--- config.mk ---
export PLATFORM = sky130hd
export DESIGN_NAME = r110_array
export DESIGN_NICKNAME = d
export VERILOG_FILES = /design/src/rtl/r110_pkg.sv /design/src/rtl/r110_next_state.sv /design/src/rtl/r110_blk_write.sv /design/src/rtl/r110_rd_mux.sv /design/src/rtl/r110_array.sv
export SDC_FILE = /design/constraint.sdc
export NUM_CORES = 1
export LEC_CHECK = 0
export ABC_AREA = 1
export BUFFER_PORTS_ARGS = -buffer_cell sky130_fd_sc_hd__buf_2
export CELL_PAD_IN_SITES_DETAIL_PLACEMENT = 0
export CELL_PAD_IN_SITES_GLOBAL_PLACEMENT = 1
export CORE_ASPECT_RATIO = 0.9
export CORE_UTILIZATION = 35
export CTS_CLUSTER_SIZE = 16
export DETAILED_ROUTE_END_ITERATION = 7
export PLACE_DENSITY = 0.65
export SYNTH_ARGS = -nofsm -noshare
export SYNTH_HDL_FRONTEND = slang
export SYNTH_SLANG_ARGS = --single-unit
--- constraint.sdc ---
create_clock -name clk_i -period 1.9 [get_ports clk_i]
set_clock_uncertainty 0.15 [all_clocks]
set_input_delay 0.095 -clock clk_i [delete_from_list [all_inputs] [get_ports clk_i]]
set_output_delay 0.095 -clock clk_i [all_outputs]
set_load 0.005 [all_outputs]
--- src/rtl/r110_pkg.sv ---
`timescale 1ns/100ps
package r110_pkg;
  localparam int          BLK_W    = 8;
  localparam logic [7:0]  RULE_TAB = 8'd110;  // indexed by {left,self,right}
endpackage

--- src/rtl/r110_next_state.sv ---
`timescale 1ns/100ps
module r110_next_state
  import r110_pkg::*;
#(
  parameter int NUM_CELLS = 120
) (
  input  logic [NUM_CELLS-1:0] cells_i,
  output logic [NUM_CELLS-1:0] next_o
);
  // cell 0 is the rightmost; index i+1 is the left neighbour
  logic [NUM_CELLS+1:0] ext;
  assign ext = {1'b0, cells_i, 1'b0};

  for (genvar i = 0; i < NUM_CELLS; i++) begin : g_cell
    assign next_o[i] = RULE_TAB[ext[i+2:i]];
  end

  always_comb begin
    if (cells_i[1:0] == 2'b00)
      AST_RIGHT_EDGE_ZERO: assert (next_o[0] == 1'b0);
  end
endmodule

--- src/rtl/r110_blk_write.sv ---
`timescale 1ns/100ps
module r110_blk_write
  import r110_pkg::*;
#(
  parameter int NUM_BLK = 15,
  parameter int ADDR_W  = 5,
  localparam int NUM_CELLS = NUM_BLK * BLK_W
) (
  input  logic [NUM_CELLS-1:0] cells_i,
  input  logic [NUM_CELLS-1:0] evolved_i,
  input  logic                 halt_ni,
  input  logic                 we_ni,
  input  logic [ADDR_W-1:0]    addr_i,
  input  logic [BLK_W-1:0]     wdata_i,
  output logic [NUM_CELLS-1:0] cells_d_o
);
  logic [NUM_BLK-1:0] blk_sel;

  for (genvar b = 0; b < NUM_BLK; b++) begin : g_blk
    assign blk_sel[b] = !halt_ni && !we_ni && (addr_i == ADDR_W'(b));
    assign cells_d_o[b*BLK_W +: BLK_W] =
        halt_ni    ? evolved_i[b*BLK_W +: BLK_W] :
        blk_sel[b] ? wdata_i :
                     cells_i[b*BLK_W +: BLK_W];
  end

  always_comb begin
    AST_ONE_BLOCK_SEL: assert ($onehot0(blk_sel));
  end
endmodule

--- src/rtl/r110_rd_mux.sv ---
`timescale 1ns/100ps
module r110_rd_mux
  import r110_pkg::*;
#(
  parameter int NUM_BLK = 15,
  parameter int ADDR_W  = 5,
  localparam int NUM_CELLS = NUM_BLK * BLK_W
) (
  input  logic [NUM_CELLS-1:0] cells_i,
  input  logic [ADDR_W-1:0]    addr_i,
  output logic [BLK_W-1:0]     rdata_o
);
  logic [NUM_BLK-1:0][BLK_W-1:0] blk;
  logic [NUM_BLK-1:0]            hit;

  for (genvar b = 0; b < NUM_BLK; b++) begin : g_blk
    assign blk[b] = cells_i[b*BLK_W +: BLK_W];
    assign hit[b] = (addr_i == ADDR_W'(b));
  end

  always_comb begin
    rdata_o = '0;
    for (int b = 0; b < NUM_BLK; b++)
      if (hit[b]) rdata_o = rdata_o | blk[b];
  end
endmodule

--- src/rtl/r110_array.sv ---
`timescale 1ns/100ps
module r110_array
  import r110_pkg::*;
#(
  parameter int NUM_BLK = 15,
  parameter int ADDR_W  = 5
) (
  input  logic              clk_i,
  input  logic              rst_ni,
  input  logic [BLK_W-1:0]  wdata_i,
  input  logic              we_ni,
  input  logic              halt_ni,
  input  logic [ADDR_W-1:0] addr_i,
  output logic [BLK_W-1:0]  rdata_o
);
  localparam int               NUM_CELLS = NUM_BLK * BLK_W;
  localparam logic [ADDR_W:0]  BLK_LIM   = (ADDR_W+1)'(NUM_BLK);

  logic [NUM_CELLS-1:0] cells_q, cells_d, evolved;

  r110_next_state #(.NUM_CELLS(NUM_CELLS)) u_next (
    .cells_i (cells_q),
    .next_o  (evolved)
  );

  r110_blk_write #(.NUM_BLK(NUM_BLK), .ADDR_W(ADDR_W)) u_wr (
    .cells_i   (cells_q),
    .evolved_i (evolved),
    .halt_ni   (halt_ni),
    .we_ni     (we_ni),
    .addr_i    (addr_i),
    .wdata_i   (wdata_i),
    .cells_d_o (cells_d)
  );

  r110_rd_mux #(.NUM_BLK(NUM_BLK), .ADDR_W(ADDR_W)) u_rd (
    .cells_i (cells_q),
    .addr_i  (addr_i),
    .rdata_o (rdata_o)
  );

  always_ff @(posedge clk_i or negedge rst_ni) begin
    if (!rst_ni) cells_q <= NUM_CELLS'(1);
    else         cells_q <= cells_d;
  end

  logic addr_ok;
  assign addr_ok = {1'b0, addr_i} < BLK_LIM;

  AST_ZERO_STAYS_ZERO: assert property (@(posedge clk_i) disable iff (!rst_ni)
    halt_ni && (cells_q == '0) |=> (cells_q == '0));
  AST_HALT_HOLDS: assert property (@(posedge clk_i) disable iff (!rst_ni)
    !halt_ni && we_ni |=> $stable(cells_q));
  AST_WRITE_LANDS: assert property (@(posedge clk_i) disable iff (!rst_ni)
    !halt_ni && !we_ni && addr_ok
    |=> cells_q[$past(addr_i)*BLK_W +: BLK_W] == $past(wdata_i));
  AST_OOR_WRITE_NOP: assert property (@(posedge clk_i) disable iff (!rst_ni)
    !halt_ni && !addr_ok |=> $stable(cells_q));
  AST_OOR_READ_ZERO: assert property (@(posedge clk_i) disable iff (!rst_ni)
    !addr_ok |-> rdata_o == '0);
endmodule

-- Word-level counts from Yosys, hierarchy flattened
Memories as Yosys holds them, arrays and structs flattened.
Cells that the tools add are included.
- bitwise gates (word level): 14
- equal/unequal tests: 14
- magnitude comparators: 120
- mux-type cells: 167
- reductions and logical operators: 34
- operators by type and width (kind ; count):
    $lt 3x4->1 const B ; 119
    $mux 8 ; 45
    $mux 1 ; 120
    $or 8x8->8 ; 14
    $eq 5x4->1 const B ; 7
    $reduce_bool 2->1 ; 15
    $eq 5x3->1 const B ; 4
    $logic_and 1x1->1 ; 16
    $eq 5x2->1 const B ; 2
    $eq 5x1->1 const B ; 1
    $logic_not 5->1 ; 1
    $bmux 1 s2 ; 2
    $lt 2x4->1 const B ; 1
    $logic_not 1->1 ; 2
- register bits: 120
- memories: 118
- ROM bits: 944
- output and inout bits: 8
- memory list (memory ; words ; bits a word ; read ports ; clocked after memory_dff ; wr ports ; RTL line ; text):
    (no name shown) ; 8 ; 1 ; 1 ; 0 ; 0 ; r110_next_state.sv:15 ; assign next_o[i] = RULE_TAB[ext[i+2:i]];
    (no name shown) ; 8 ; 1 ; 1 ; 0 ; 0 ; r110_next_state.sv:15 ;
    (no name shown) ; 8 ; 1 ; 1 ; 0 ; 0 ; r110_next_state.sv:15 ;
    (no name shown) ; 8 ; 1 ; 1 ; 0 ; 0 ; r110_next_state.sv:15 ;
    (no name shown) ; 8 ; 1 ; 1 ; 0 ; 0 ; r110_next_state.sv:15 ;
    (no name shown) ; 8 ; 1 ; 1 ; 0 ; 0 ; r110_next_state.sv:15 ;
    112 more memories ; n/a ; n/a ; n/a ; n/a ; n/a ; n/a ;

-- Longest topological paths before layout
Gate-level depths: netlist (run 1).
- word-level depth: 30
- gate-level depth with buffers: 10
- gate-level depth less buffers: 9

-- Hierarchy
From an unflattened synthesis (run 1), not the netlist that was laid out.
- cell total of the unflattened synthesis: 1531
- area total of the unflattened synthesis: 10251.1 µm²
- modules (own cells, without submodules) (module ; sequential area each (µm²) ; cells an instance ; instances ; area an instance (µm²)):
    r110_array ; 3004.1 ; 120 ; 1 ; 3004.1
    r110_next_state ; 0.0 ; 475 ; 1 ; 2970.3
    r110_blk_write ; 0.0 ; 621 ; 1 ; 2850.2
    r110_rd_mux ; 0.0 ; 315 ; 1 ; 1426.4

-- Worst setup path before layout (run 1)
OpenSTA, ideal clock, no wires.
- path kind: reg2reg
- start point: register cells_q[0]
- end point: register cells_q[1]
- path buffers: 0
- path slack: 514 ps
- cell stages (with the launch flop): 7
- arrival: 1117 ps
- cell sequence: dfstp_2 inv_1 ha_1 o21ai_0 nand2_1 nand2_1 o21ai_2
- cells in the longest elaborated chain, start to end: 3
- ends and longest elaborated chain (what ; RTL line ; text):
    start: declaration ; r110_array.sv:19 ; logic [NUM_CELLS-1:0] cells_q, cells_d, evolved;
    start signal: assignment ; r110_array.sv:44 ; else cells_q <= cells_d;
    $mem_v2 8x1 ; n/a ;
    $mux 1 (not written as such) ; r110_next_state.sv:15 ;
    $mux 8 ; r110_blk_write.sv:22 ; halt_ni ? evolved_i[b*BLK_W +: BLK_W] :
No other way between the ends. The select of a mux whose other input is x is not followed.
A chain may end at the register's enable or synchronous reset.

-- Worst setup path after layout (run 1)
- start point: register cells_q[33]
- end point: output port rdata_o[1]
- cells in the longest elaborated chain, start to end: 22
- ends and longest elaborated chain (what ; RTL line ; text):
    $or 8x8->8 * ; r110_rd_mux.sv:24 ; if (hit[b]) rdata_o = rdata_o | blk[b];
    $mux 8 * ; r110_rd_mux.sv:24 ;
    $or 8x8->8 ; r110_rd_mux.sv:24 ;
    $mux 8 * ; r110_rd_mux.sv:24 ;
    $or 8x8->8 ; r110_rd_mux.sv:24 ;
    $mux 8 * ; r110_rd_mux.sv:24 ;
    $or 8x8->8 ; r110_rd_mux.sv:24 ;
    $mux 8 * ; r110_rd_mux.sv:24 ;
    [6 not listed] ; n/a ;
    $or 8x8->8 ; r110_rd_mux.sv:24 ;
    $mux 8 * ; r110_rd_mux.sv:24 ;
    $or 8x8->8 ; r110_rd_mux.sv:24 ;
    $mux 8 * ; r110_rd_mux.sv:24 ;
    $or 8x8->8 ; r110_rd_mux.sv:24 ;
    $mux 8 * ; r110_rd_mux.sv:24 ;
    $or 8x8->8 ; r110_rd_mux.sv:24 ;
    $mux 8 * ; r110_rd_mux.sv:24 ;
    end: declaration ; r110_array.sv:14 ; output logic [BLK_W-1:0] rdata_o
Mark *: on every way between the ends. The rest lies on a longest branch, timed or not.

==> results by group, run 1 <==
Power
  • Maximum vdd drop: 0.000624 V
  • Clock Power Share: 34.2%
  • Net Sw Power: 3.66 mW
  • Leakage power total: 5.61 nW
  • Cell internal pwr: 5.94 mW
  • Pwr per Cell Area: 871 nW/um^2
  • Net Sw Frac: 38.1%
  • Seq pwr share: 34.9%
  • Gate power share: 30.9%

STA
  • Final Hold Fails: 0
  • Slew headroom: 65.2%
  • Setup violations, final: 0
  • Total negative slack: 0 ns
  • Share of the clock period used by the worst path: 94.6%
  • FMAX: 556 MHz
  • Pins Over Slew Limit: 0
  • Min Tclk post-route: 1.80 ns
  • Slew @ Worst Pin: 0.522 ns

Yosys
  • #FFs+latches synth: 120
  • Number of synthesized flops with an enable pin: 0
  • Synthesized instance count: 1348
  • Synth Flop Type: dfrtp_1
  • Synth top area share: 31.0%
  • Synth cell types: 26
  • Yosys warning count: 0
  • Synth Area in Simple Gates: 23.2%
  • Largest family of logic cells by synthesized area: simple AND/OR/NAND/NOR gates
  • Most frequent cell after synthesis: nand2_1
  • Synthesized area: 9590 um^2
  • Synth Area in Compound Gates: 20.0%
  • Post-synthesis sequential area ratio: 31.3%
  • Leading area contributor after synthesis: dfrtp_1
  • Syn Area/Cell: 7.12 um^2
  • Post-synth top cells: 351 x nand2_1, 227 x o21ai_0, 171 x inv_1, 119 x dfrtp_1
  • Synth Area in Adders: 15.4%
  • Xor/xnor share of the synthesized area: 0%
  • Synth area leaders: dfrtp_1 31%, ha_1 15%, nand2_1 14%, o21ai_0 12%, inv_1 6.7%
  • Mux cell area share after synthesis: 0%
  • Synthesized net count: 1483
  • Async set-reset flop share out of synthesis: 100%

Clocking
  • Clock latency on the worst-skew pair: 0.44 ns
  • TritonCTS clock tree: built
  • Clk pin slew, worst setup/hold paths: 0.07 ns
  • Clk root buf: clkbuf_16
  • H-tree depth: 4
  • # clock sinks: 120
  • Longest Clk Path Bufs: 2
  • Cts bufs inserted: 17

Floorplanning
  • Initial Utilization: 35.6%
  • Die height: 159 um
  • Die Span X: 177 um
  • IO Pins: 25
  • Row Count: 57
  • Die area: 28100 um^2
  • Core Box Area: 27000 um^2

Placed design
  • Post-DP HPWL: 21000 um
  • Placed Instances: 1712
  • PortBufs: 24
  • Area after DPL: 10400 um^2
  • Gp weighted congestion: 0.802

Cells and area
  • Post-route insts no fill: 1747
  • Biggest register: cells_q
  • Fin util: 40.8%
  • Design area: 11000 um^2
  • Biggest regs: cells_q x120
  • Layout cells sized above 1: 11.3%
  • Area Overhead vs Synth: 14.8%
  • Number of flip-flops in the largest register: 120
  • Ant. Diodes: 0
  • Final net count: 1515

Global routing
  • Antenna violations before repair: 1
  • Largest net degree at the start of global routing: 44
  • Global Route Usage Sum: 23.0%
  • First-pass GRT wire length: 48900 um
  • Vias in the first global route: 8274
  • Grt total ovfl: 0

Outcome
  • Status: completed

Drt
  • ANT nets after route: 0
  • DRC: 0
  • First-pass DRT Iterations: 5
  • Mean routed wirelength per cell: 17.5 um
  • DRT iter0 DRCs: 662
  • Via count: 8809
  • WL final: 30600 um
  • Vias/cell: 5.04

Worst setup path
  • Crit Path Class: reg -> out
  • CP arrival: 1.55 ns
  • Critical Path Fanout Max: 2
  • Critical Path Start Type: flop
  • Worst endpoint required time: 1.65 ns
  • CP Capture Type: output pin

Worst hold path
  • Hold crit path type: in -> async

Job
  • Max-cap viol count: 0
==> repair_timing <==
item	CTS	global route
resized for setup	2	16
setup endpoints to repair	2	7
setup buffers	0	1
endpoints found under the hold margin	120	0
pin swaps	0	5
hold buffers	2	0
==> through the flow <==
stage	power (mW)	worst slack, ns	hold slack [ns]
after CTS	9.67	0.00176	0.0354
after global placement	6.26	0.103	-0.0692
after detailed placement	6.33	0.0719	-0.0628
after global routing	10.4	-0.0134	0.0499
after floorplan	5.35	0.514	-0.351
final	9.59	0.102	0.00963
==> layout make-up <==
| cell class | count | area (um^2) |
|---|---|---|
| multi-input combinational | 993 | 5680 |
| sequential | 120 | 3000 |
| inverter | 176 | 679 |
| clock buffer | 19 | 453 |
| fill | 2873 | 15900 |
| clock inverter | 13 | 123 |
| timing repair buffer | 72 | 629 |
| tap | 354 | 443 |
==> per-layer routing <==
metal	GRT usage (%)	routed length (um)	up-vias
met2	34.5	13200	151
met3	4.06	1120	34
met4	6.27	589	0
li1	-	-	4576
met1	33.7	15700	4048
met5	0	0	-
==> path summary, 6_finish.rpt <==
kind | startpoint | end | slack, ns | depth (start not counted)
worst max register to register | cells_q[21]$_DFFE_PN0P_ | cells_q[22]$_DFFE_PN0P_ | 0.34 | 7
worst max-delay path | cells_q[33]$_DFFE_PN0P_ | rdata_o[1] | 0.10 | 7
max in group asynchronous | rst_ni | cells_q[0]$_DFFE_PN1P_ | 0.90 | 3
min in group clk_i | wdata_i[6] | cells_q[22]$_DFFE_PN0P_ | 0.10 | 6
worst min register to register | cells_q[0]$_DFFE_PN1P_ | cells_q[0]$_DFFE_PN1P_ | 0.36 | 2
worst min-delay path | rst_ni | cells_q[33]$_DFFE_PN0P_ | 0.01 | 2
==> power groups by stage <==
stage	Clock, mW	Sequential, mW	Combinational, mW
2_1_floorplan	0	3.23	2.12
3_3_place_gp	0	3.40	2.86
3_5_place_dp	0	3.40	2.94
4_1_cts	3.35	3.35	2.96
5_1_grt	3.47	3.40	3.56
6_report	3.28	3.35	2.96
==> kinds of logic after synthesis <==
logic type / Yosys count
simple gates: 513
compound gates: 362
buf+inv: 235
flops: 120
fa+ha+maj: 118
==> layout by cell type, fill, tap and decap left out, drive strengths merged <==
cell and n:
o21ai 239, dfrtp 119, nor2 28, nand3 73
clkbuf 19, o31ai 5, inv 176, bufinv 2
ha 118, a21oi 118, clkinv 7, dlygate4sd3 2
buf 70, nand4 48, nand2 364, clkinvlp 4
dfstp 1
==> critical path, cell delays in order, from the launching register on <==
cell	delay, ns
dfrtp_1	0.40
nand4_1	0.09
nand2_1	0.07
inv_1	0.09
nand2_1	0.09
nor2_1	0.15
nand2_1	0.09
buf_2	0.13
Note: power is estimated with default switching activity, not from simulation.
==> run 2, diff against run 1 <==
--- a/config.mk
+++ b/config.mk
@@ -9,11 +9,10 @@
 export BUFFER_PORTS_ARGS = -buffer_cell sky130_fd_sc_hd__buf_2
 export CELL_PAD_IN_SITES_DETAIL_PLACEMENT = 0
 export CELL_PAD_IN_SITES_GLOBAL_PLACEMENT = 1
-export CORE_ASPECT_RATIO = 0.9
 export CORE_UTILIZATION = 35
-export CTS_CLUSTER_SIZE = 16
+export CTS_CLUSTER_SIZE = 12
 export DETAILED_ROUTE_END_ITERATION = 7
-export PLACE_DENSITY = 0.65
+export PLACE_DENSITY_LB_ADDON = 0.1
 export SYNTH_ARGS = -nofsm -noshare
 export SYNTH_HDL_FRONTEND = slang
 export SYNTH_SLANG_ARGS = --single-unit
==> results by group, run 2 (same netlist as run 1, synthesis figures left out) <==
Worst setup path
  • CP Capture Point: rdata_o[1] (unchanged)
  • Reg2reg start: cells_q[0]$_DFFE_PN1P_ (was cells_q[21]$_DFFE_PN0P_)
  • CP arrival: 1.62 ns (was 1.55 ns)
  • Reg2Reg Depth: 7 (unchanged)
  • Critical Path Fanout Max: 2 (unchanged)
  • CP Capture Type: output pin (unchanged)
  • Critical R2R Capture: cells_q[1]$_DFFE_PN0P_ (was cells_q[22]$_DFFE_PN0P_)
  • Crit Path Class: reg -> out (unchanged)
  • Critical Path Start Type: flop (unchanged)
  • Slack of the worst reg-to-reg path: 0.33 ns (was 0.34 ns)
  • Worst setup startpoint: cells_q[33]$_DFFE_PN0P_ (unchanged)
  • Worst endpoint required time: 1.65 ns (about the same)

Clocking
  • Cts bufs inserted: 17 (unchanged)
  • H-tree depth: 4 (unchanged)
  • TritonCTS clock tree: built (unchanged)
  • # clock sinks: 120 (unchanged)
  • Clock latency on the worst-skew pair: 0.43 ns (was 0.44 ns)
  • Clk root buf: clkbuf_16 (unchanged)
  • Longest Clk Path Bufs: 2 (unchanged)
  • Clk pin slew, worst setup/hold paths: 0.07 ns (about the same)

STA
  • Slew @ Worst Pin: 0.380 ns (was 0.522 ns)
  • Pins Over Slew Limit: 0 (unchanged)
  • Setup violations, final: 0 (unchanged)
  • Final Hold Fails: 0 (unchanged)
  • RSZ-0062 raised after global routing: false
  • Min Tclk post-route: 1.87 ns (was 1.80 ns)
  • FMAX: 536 MHz (was 556 MHz)
  • Share of the clock period used by the worst path: 98.2% (was 94.6%)
  • Slew headroom: 74.6% (was 65.2%)
  • Total negative slack: 0 ns (unchanged)
  • Final worst slack: 0.0345 ns (was 0.102 ns)

Floorplanning
  • Row Count: 60 (was 57)
  • IO Pins: 25 (unchanged)
  • Core Box Area: 27000 um^2 (about the same)
  • Die height: 168 um (was 159 um)
  • Die area: 28100 um^2 (about the same)
  • Initial Utilization: 35.6% (about the same)
  • Die Span X: 168 um (was 177 um)

Drt
  • Mean routed wirelength per cell: 17.4 um (was 17.5 um)
  • DRT iter0 DRCs: 511 (was 662)
  • First-pass DRT Iterations: 5 (unchanged)
  • WL final: 30200 um (was 30600 um)
  • Via count: 8774 (was 8809)
  • ANT nets after route: 0 (unchanged)
  • Vias/cell: 5.06 (was 5.04)
  • DRC: 0 (unchanged)

Cells and area
  • Commonest cells after routing, fill and taps aside: 349 x nand2_1, 227 x o21ai_0, 171 x inv_1 (was 345 x nand2_1, 227 x o21ai_0, 170 x inv_1)
  • Most common cell after layout, fill and taps aside: nand2_1 (unchanged)
  • Final net count: 1515 (unchanged)
  • Area Overhead vs Synth: 15.5% (was 14.8%)
  • Biggest register: cells_q (unchanged)
  • Ant. Diodes: 0 (unchanged)
  • Biggest regs: cells_q x120 (unchanged)
  • Number of flip-flops in the largest register: 120 (unchanged)
  • Fillers: 2806 (was 2873)
  • Layout cells sized above 1: 10.8% (was 11.3%)

Power
  • Maximum vdd drop: 0.000520 V (was 0.000624 V)
  • Leakage power total: 5.64 nW (was 5.61 nW)
  • Net Sw Frac: 37.3% (was 38.1%)
  • Seq pwr share: 34.7% (was 34.9%)
  • Net Sw Power: 3.58 mW (was 3.66 mW)
  • Clock Power Share: 34.5% (was 34.2%)
  • Cell internal pwr: 6.04 mW (was 5.94 mW)
  • Power Total: 9.62 mW (was 9.59 mW)
  • Gate power share: 30.7% (was 30.9%)
  • Pwr per Cell Area: 868 nW/um^2 (was 871 nW/um^2)

Worst hold path
  • Hold crit path type: in -> reg (was in -> async)

Global routing
  • Global Route Usage Sum: 22.8% (was 23.0%)
  • Antenna violations before repair: 0 (was 1)
  • Largest net degree at the start of global routing: 52 (was 44)
  • Grt total ovfl: 0 (unchanged)
  • First-pass GRT wire length: 49000 um (was 48900 um)
  • Vias in the first global route: 8336 (was 8274)

Placed design
  • Gp weighted congestion: 0.785 (was 0.802)
  • Post-DP HPWL: 20900 um (was 21000 um)
  • PortBufs: 24 (unchanged)
  • Post-Place Setup Slack: 0.0629 ns (was 0.0719 ns)

Job
  • Max-cap viol count: 0 (unchanged)

Outcome
  • Status: completed (unchanged)
==> run 2: cell count changes in the layout (fill, tap and decap cells not counted), sizes merged <==
cell,previous run,this run
clkinv,7,4
buf,70,68
clkinvlp,4,6
dlygate4sd3,2,4
bufinv,2,3
clkbuf,19,18
==> run 2: repair_timing <==
item,in CTS,in global routing
hold buffers,4,0
setup buffers,0,1
gates resized for setup,3,11
endpoints found under the hold margin,120,0
endpoints found under the setup margin,3,8
pin swaps,0,5
==> run 2: routing by layer <==
| metal | wire, um | GRT usage, % |
|---|---|---|
| met4 | 260 | 4.55 |
| met3 | 887 | 3.21 |
| met5 | 0 | 0 |
| met2 | 13200 | 35.5 |
| met1 | 15800 | 33.5 |
==> run 2: cell type report <==
cell class / count / area, um^2 / share of cell area (%)
Timing Repair Buffer: 72 / 706 / 6.37
Sequential cell: 120 / 3000 / 27.1
Tap cell: 341 / 427 / 3.85
Multi-Input combinational cell: 993 / 5670 / 51.2
Clock buffer: 18 / 439 / 3.96
Inverter: 176 / 679 / 6.13
Clock inverter: 13 / 149 / 1.34
==> run 2: critical path, stage by stage, from the launching register on <==
cell,delay (ns)
dfrtp_1,0.39
nand4_1,0.09
nand2_1,0.08
inv_1,0.07
nand2_1,0.09
nor2_2,0.20
nand2_1,0.13
buf_2,0.15
==> run 2: metrics by stage <==
stage | hold slack [ns] | cell area (um^2) | util (%) | std cells
2_1_floorplan | -0.351 | 9590 | - | 1348
3_3_place_gp | -0.116 | 10400 | 38.6 | 1697
3_5_place_dp | -0.122 | 10400 | 38.6 | 1697
4_1_cts | 0.0274 | 11000 | 40.9 | 1732
5_1_grt | 0.0548 | 11100 | 41.1 | 1733
6_report | 0.0311 | 11100 | 41.1 | 1733
==> run 2: power groups by stage <==
stage | clock, mW | sequential, mW | combinational (mW)
finish | 3.32 | 3.34 | 2.96
global route | 3.49 | 3.40 | 3.59
CTS | 3.38 | 3.35 | 2.98
detailed placement | 0 | 3.38 | 2.96
global placement | 0 | 3.40 | 2.88
floorplan | 0 | 3.23 | 2.12
==> run 2: worst min path at each step <==
stage,startpoint,to,cells past startpoint,slack [ns]
finish,wdata_i[0],cells_q[0]$_DFFE_PN1P_,4,0.03
global route,wdata_i[1],cells_q[89]$_DFFE_PN0P_,6,0.05
CTS,wdata_i[0],cells_q[0]$_DFFE_PN1P_,4,0.03
detailed placement,rst_ni,cells_q[39]$_DFFE_PN0P_,1,-0.12
global placement,rst_ni,cells_q[39]$_DFFE_PN0P_,1,-0.12
floorplan,rst_ni,cells_q[100]$_DFFE_PN0P_,0,-0.35
==> run 3, diff against run 2 <==
--- a/config.mk
+++ b/config.mk
@@ -9,6 +9,7 @@
 export BUFFER_PORTS_ARGS = -buffer_cell sky130_fd_sc_hd__buf_2
 export CELL_PAD_IN_SITES_DETAIL_PLACEMENT = 0
 export CELL_PAD_IN_SITES_GLOBAL_PLACEMENT = 1
+export CORE_ASPECT_RATIO = 1.1
 export CORE_UTILIZATION = 35
 export CTS_CLUSTER_SIZE = 12
 export DETAILED_ROUTE_END_ITERATION = 7
==> results by group, run 3 (same netlist as run 1, synthesis figures left out) <==
Floorplanning
  • Initial Utilization: 35.6% (about the same)
  • Die Span X: 160 um (was 168 um)
  • Row Count: 63 (was 60)
  • Die height: 176 um (was 168 um)
  • IO Pins: 25 (unchanged)
  • Die area: 28100 um^2 (about the same)
  • Core Box Area: 27000 um^2 (about the same)

Clocking
  • Clk root buf: clkbuf_16 (unchanged)
  • Clock latency on the worst-skew pair: 0.43 ns (about the same)
  • Longest Clk Path Bufs: 2 (unchanged)
  • Post-CTS setup buffer count: 0 (unchanged)
  • Clk pin slew, worst setup/hold paths: 0.06 ns (was 0.07 ns)
  • Cts bufs inserted: 17 (unchanged)
  • H-tree depth: 4 (unchanged)
  • # clock sinks: 120 (unchanged)
  • TritonCTS clock tree: built (unchanged)

Cells and area
  • Most common cell after layout, fill and taps aside: nand2_1 (unchanged)
  • Layout cells sized above 1: 10.2% (was 10.8%)
  • Design area: 11100 um^2 (about the same)
  • Number of flip-flops in the largest register: 120 (unchanged)
  • Commonest cells after routing, fill and taps aside: 350 x nand2_1, 227 x o21ai_0, 171 x inv_1 (was 349 x nand2_1, 227 x o21ai_0, 171 x inv_1)
  • Area Overhead vs Synth: 15.6% (was 15.5%)
  • Fin util: 41.1% (about the same)
  • Fillers: 2871 (was 2806)
  • Final net count: 1510 (was 1515)
  • Biggest regs: cells_q x120 (unchanged)
  • Biggest register: cells_q (unchanged)
  • Ant. Diodes: 0 (unchanged)

Worst setup path
  • CP arrival: 1.59 ns (was 1.62 ns)
  • Critical Path Start Type: flop (unchanged)
  • Worst endpoint required time: 1.65 ns (about the same)
  • Reg2Reg Depth: 6 (was 7)
  • Critical Path Fanout Max: 2 (unchanged)
  • CP Capture Type: output pin (unchanged)
  • Crit Path Class: reg -> out (unchanged)

Power
  • Leakage power total: 5.65 nW (was 5.64 nW)
  • Cell internal pwr: 6.35 mW (was 6.04 mW)
  • Maximum vdd drop: 0.000584 V (was 0.000520 V)
  • Pwr per Cell Area: 886 nW/um^2 (was 868 nW/um^2)
  • Clock Power Share: 36.0% (was 34.5%)
  • Net Sw Frac: 35.4% (was 37.3%)
  • Net Sw Power: 3.48 mW (was 3.58 mW)
  • Power Total: 9.83 mW (was 9.62 mW)
  • Gate power share: 30.1% (was 30.7%)
  • Seq pwr share: 33.8% (was 34.7%)

STA
  • Setup violations, final: 0 (unchanged)
  • Min Tclk post-route: 1.83 ns (was 1.87 ns)
  • Final worst slack: 0.0673 ns (was 0.0345 ns)
  • Share of the clock period used by the worst path: 96.5% (was 98.2%)
  • Pins Over Slew Limit: 0 (unchanged)
  • Final Hold Fails: 0 (unchanged)
  • Slew @ Worst Pin: 0.680 ns (was 0.380 ns)
  • RSZ-0062 raised after global routing: false (unchanged)
  • Total negative slack: 0 ns (unchanged)
  • Slew headroom: 54.7% (was 74.6%)
  • FMAX: 546 MHz (was 536 MHz)

Placed design
  • Post-Place Setup Slack: 0.0684 ns (was 0.0629 ns)
  • Gp weighted congestion: 0.799 (was 0.785)
  • Post-DP HPWL: 21300 um (was 20900 um)
  • Area after DPL: 10400 um^2 (about the same)
  • PortBufs: 24 (unchanged)

Drt
  • WL final: 31000 um (was 30200 um)
  • DRT iter0 DRCs: 529 (was 511)
  • ANT nets after route: 0 (unchanged)
  • Vias/cell: 5.05 (was 5.06)
  • Via count: 8805 (was 8774)
  • Mean routed wirelength per cell: 17.7 um (was 17.4 um)
  • DRC: 0 (unchanged)
  • First-pass DRT Iterations: 5 (unchanged)

Global routing
  • Antenna violations before repair: 0 (unchanged)
  • Grt total ovfl: 0 (unchanged)
  • First-pass GRT wire length: 48500 um (was 49000 um)
  • Largest net degree at the start of global routing: 43 (was 52)
  • Global Route Usage Sum: 22.9% (was 22.8%)
  • Vias in the first global route: 8087 (was 8336)

Outcome
  • Status: completed (unchanged)

Job
  • Max-cap viol count: 0 (unchanged)

Worst hold path
  • Hold crit path type: in -> reg (unchanged)
  • Hold-critical path depth: 6 (was 4)
[run 3: cell count changes in the layout (fill, tap and decap cells not counted), moves of 2 or more]
cell | previous run | this run
clkbuf_1 | 0 | 4
clkbuf_8 | 1 | 3
bufinv_16 | 2 | 4
clkinv_4 | 3 | 0
inv_6 | 2 | 0
clkinvlp_4 | 6 | 1
clkinv_2 | 0 | 3
buf_4 | 28 | 23
[run 3: per-layer routing]
| metal | up-vias | share of wire, % | global-route usage (%) |
|---|---|---|---|
| met5 | - | 0 | 0 |
| met1 | 4091 | 51 | 32.7 |
| li1 | 4571 | - | - |
| met2 | 125 | 45 | 36.5 |
| met4 | 0 | 1.1 | 5.36 |
| met3 | 18 | 2.6 | 3.31 |
[run 3: repair_timing]
action	4_1_cts	5_1_grt
hold endpoints to repair	120	0
endpoints found under the setup margin	3	25
hold buffers	4	0
resized for setup	3	12
pin swaps	0	2
cloned	0	0
[run 3: path summary, 6_finish.rpt]
kind	end	slack (ns)	startpoint
max in group asynchronous	cells_q[31]$_DFFE_PN0P_	0.39	rst_ni
worst max-delay path	rdata_o[0]	0.07	cells_q[40]$_DFFE_PN0P_
worst max register to register	cells_q[80]$_DFFE_PN0P_	0.41	cells_q[80]$_DFFE_PN0P_
worst min-delay path	cells_q[94]$_DFFE_PN0P_	0.1	wdata_i[6]
worst min register to register	cells_q[0]$_DFFE_PN1P_	0.37	cells_q[0]$_DFFE_PN1P_
min in group asynchronous	cells_q[38]$_DFFE_PN0P_	0.15	rst_ni
[run 3: metrics by stage]
stage	hold WS [ns]	instances
2_1_floorplan	-0.351	1348
3_3_place_gp	-0.0918	1709
3_5_place_dp	-0.0938	1709
4_1_cts	0.0933	1745
5_1_grt	0.123	1745
6_report	0.0951	1745
[run 3: power groups by stage]
stage / clock network [mW] / logic [mW] / registers (mW)
6_report: 3.54 / 2.96 / 3.32
5_1_grt: 3.72 / 3.57 / 3.38
4_1_cts: 3.60 / 2.99 / 3.33
3_5_place_dp: 0 / 2.96 / 3.37
3_3_place_gp: 0 / 2.89 / 3.38
2_1_floorplan: 0 / 2.12 / 3.23
[run 3: worst max-delay path, cell delays in order, from the launching register on]
cell,delay [ns]
dfrtp_1,0.39
nand3_1,0.09
nand2_1,0.05
inv_1,0.08
nand2_1,0.11
nor2_2,0.19
nand2_1,0.11
buf_2,0.14
[run 3: final cells by class]
cell class	instances	area, um^2	share of cell area, %
Multi-Input combinational cell	993	5680	51.2
Sequential cell	120	3000	27.1
Inverter	176	679	6.13
Timing Repair Buffer	67	659	5.95
Clock buffer	24	482	4.34
Tap cell	357	447	4.03
Clock inverter	8	143	1.29
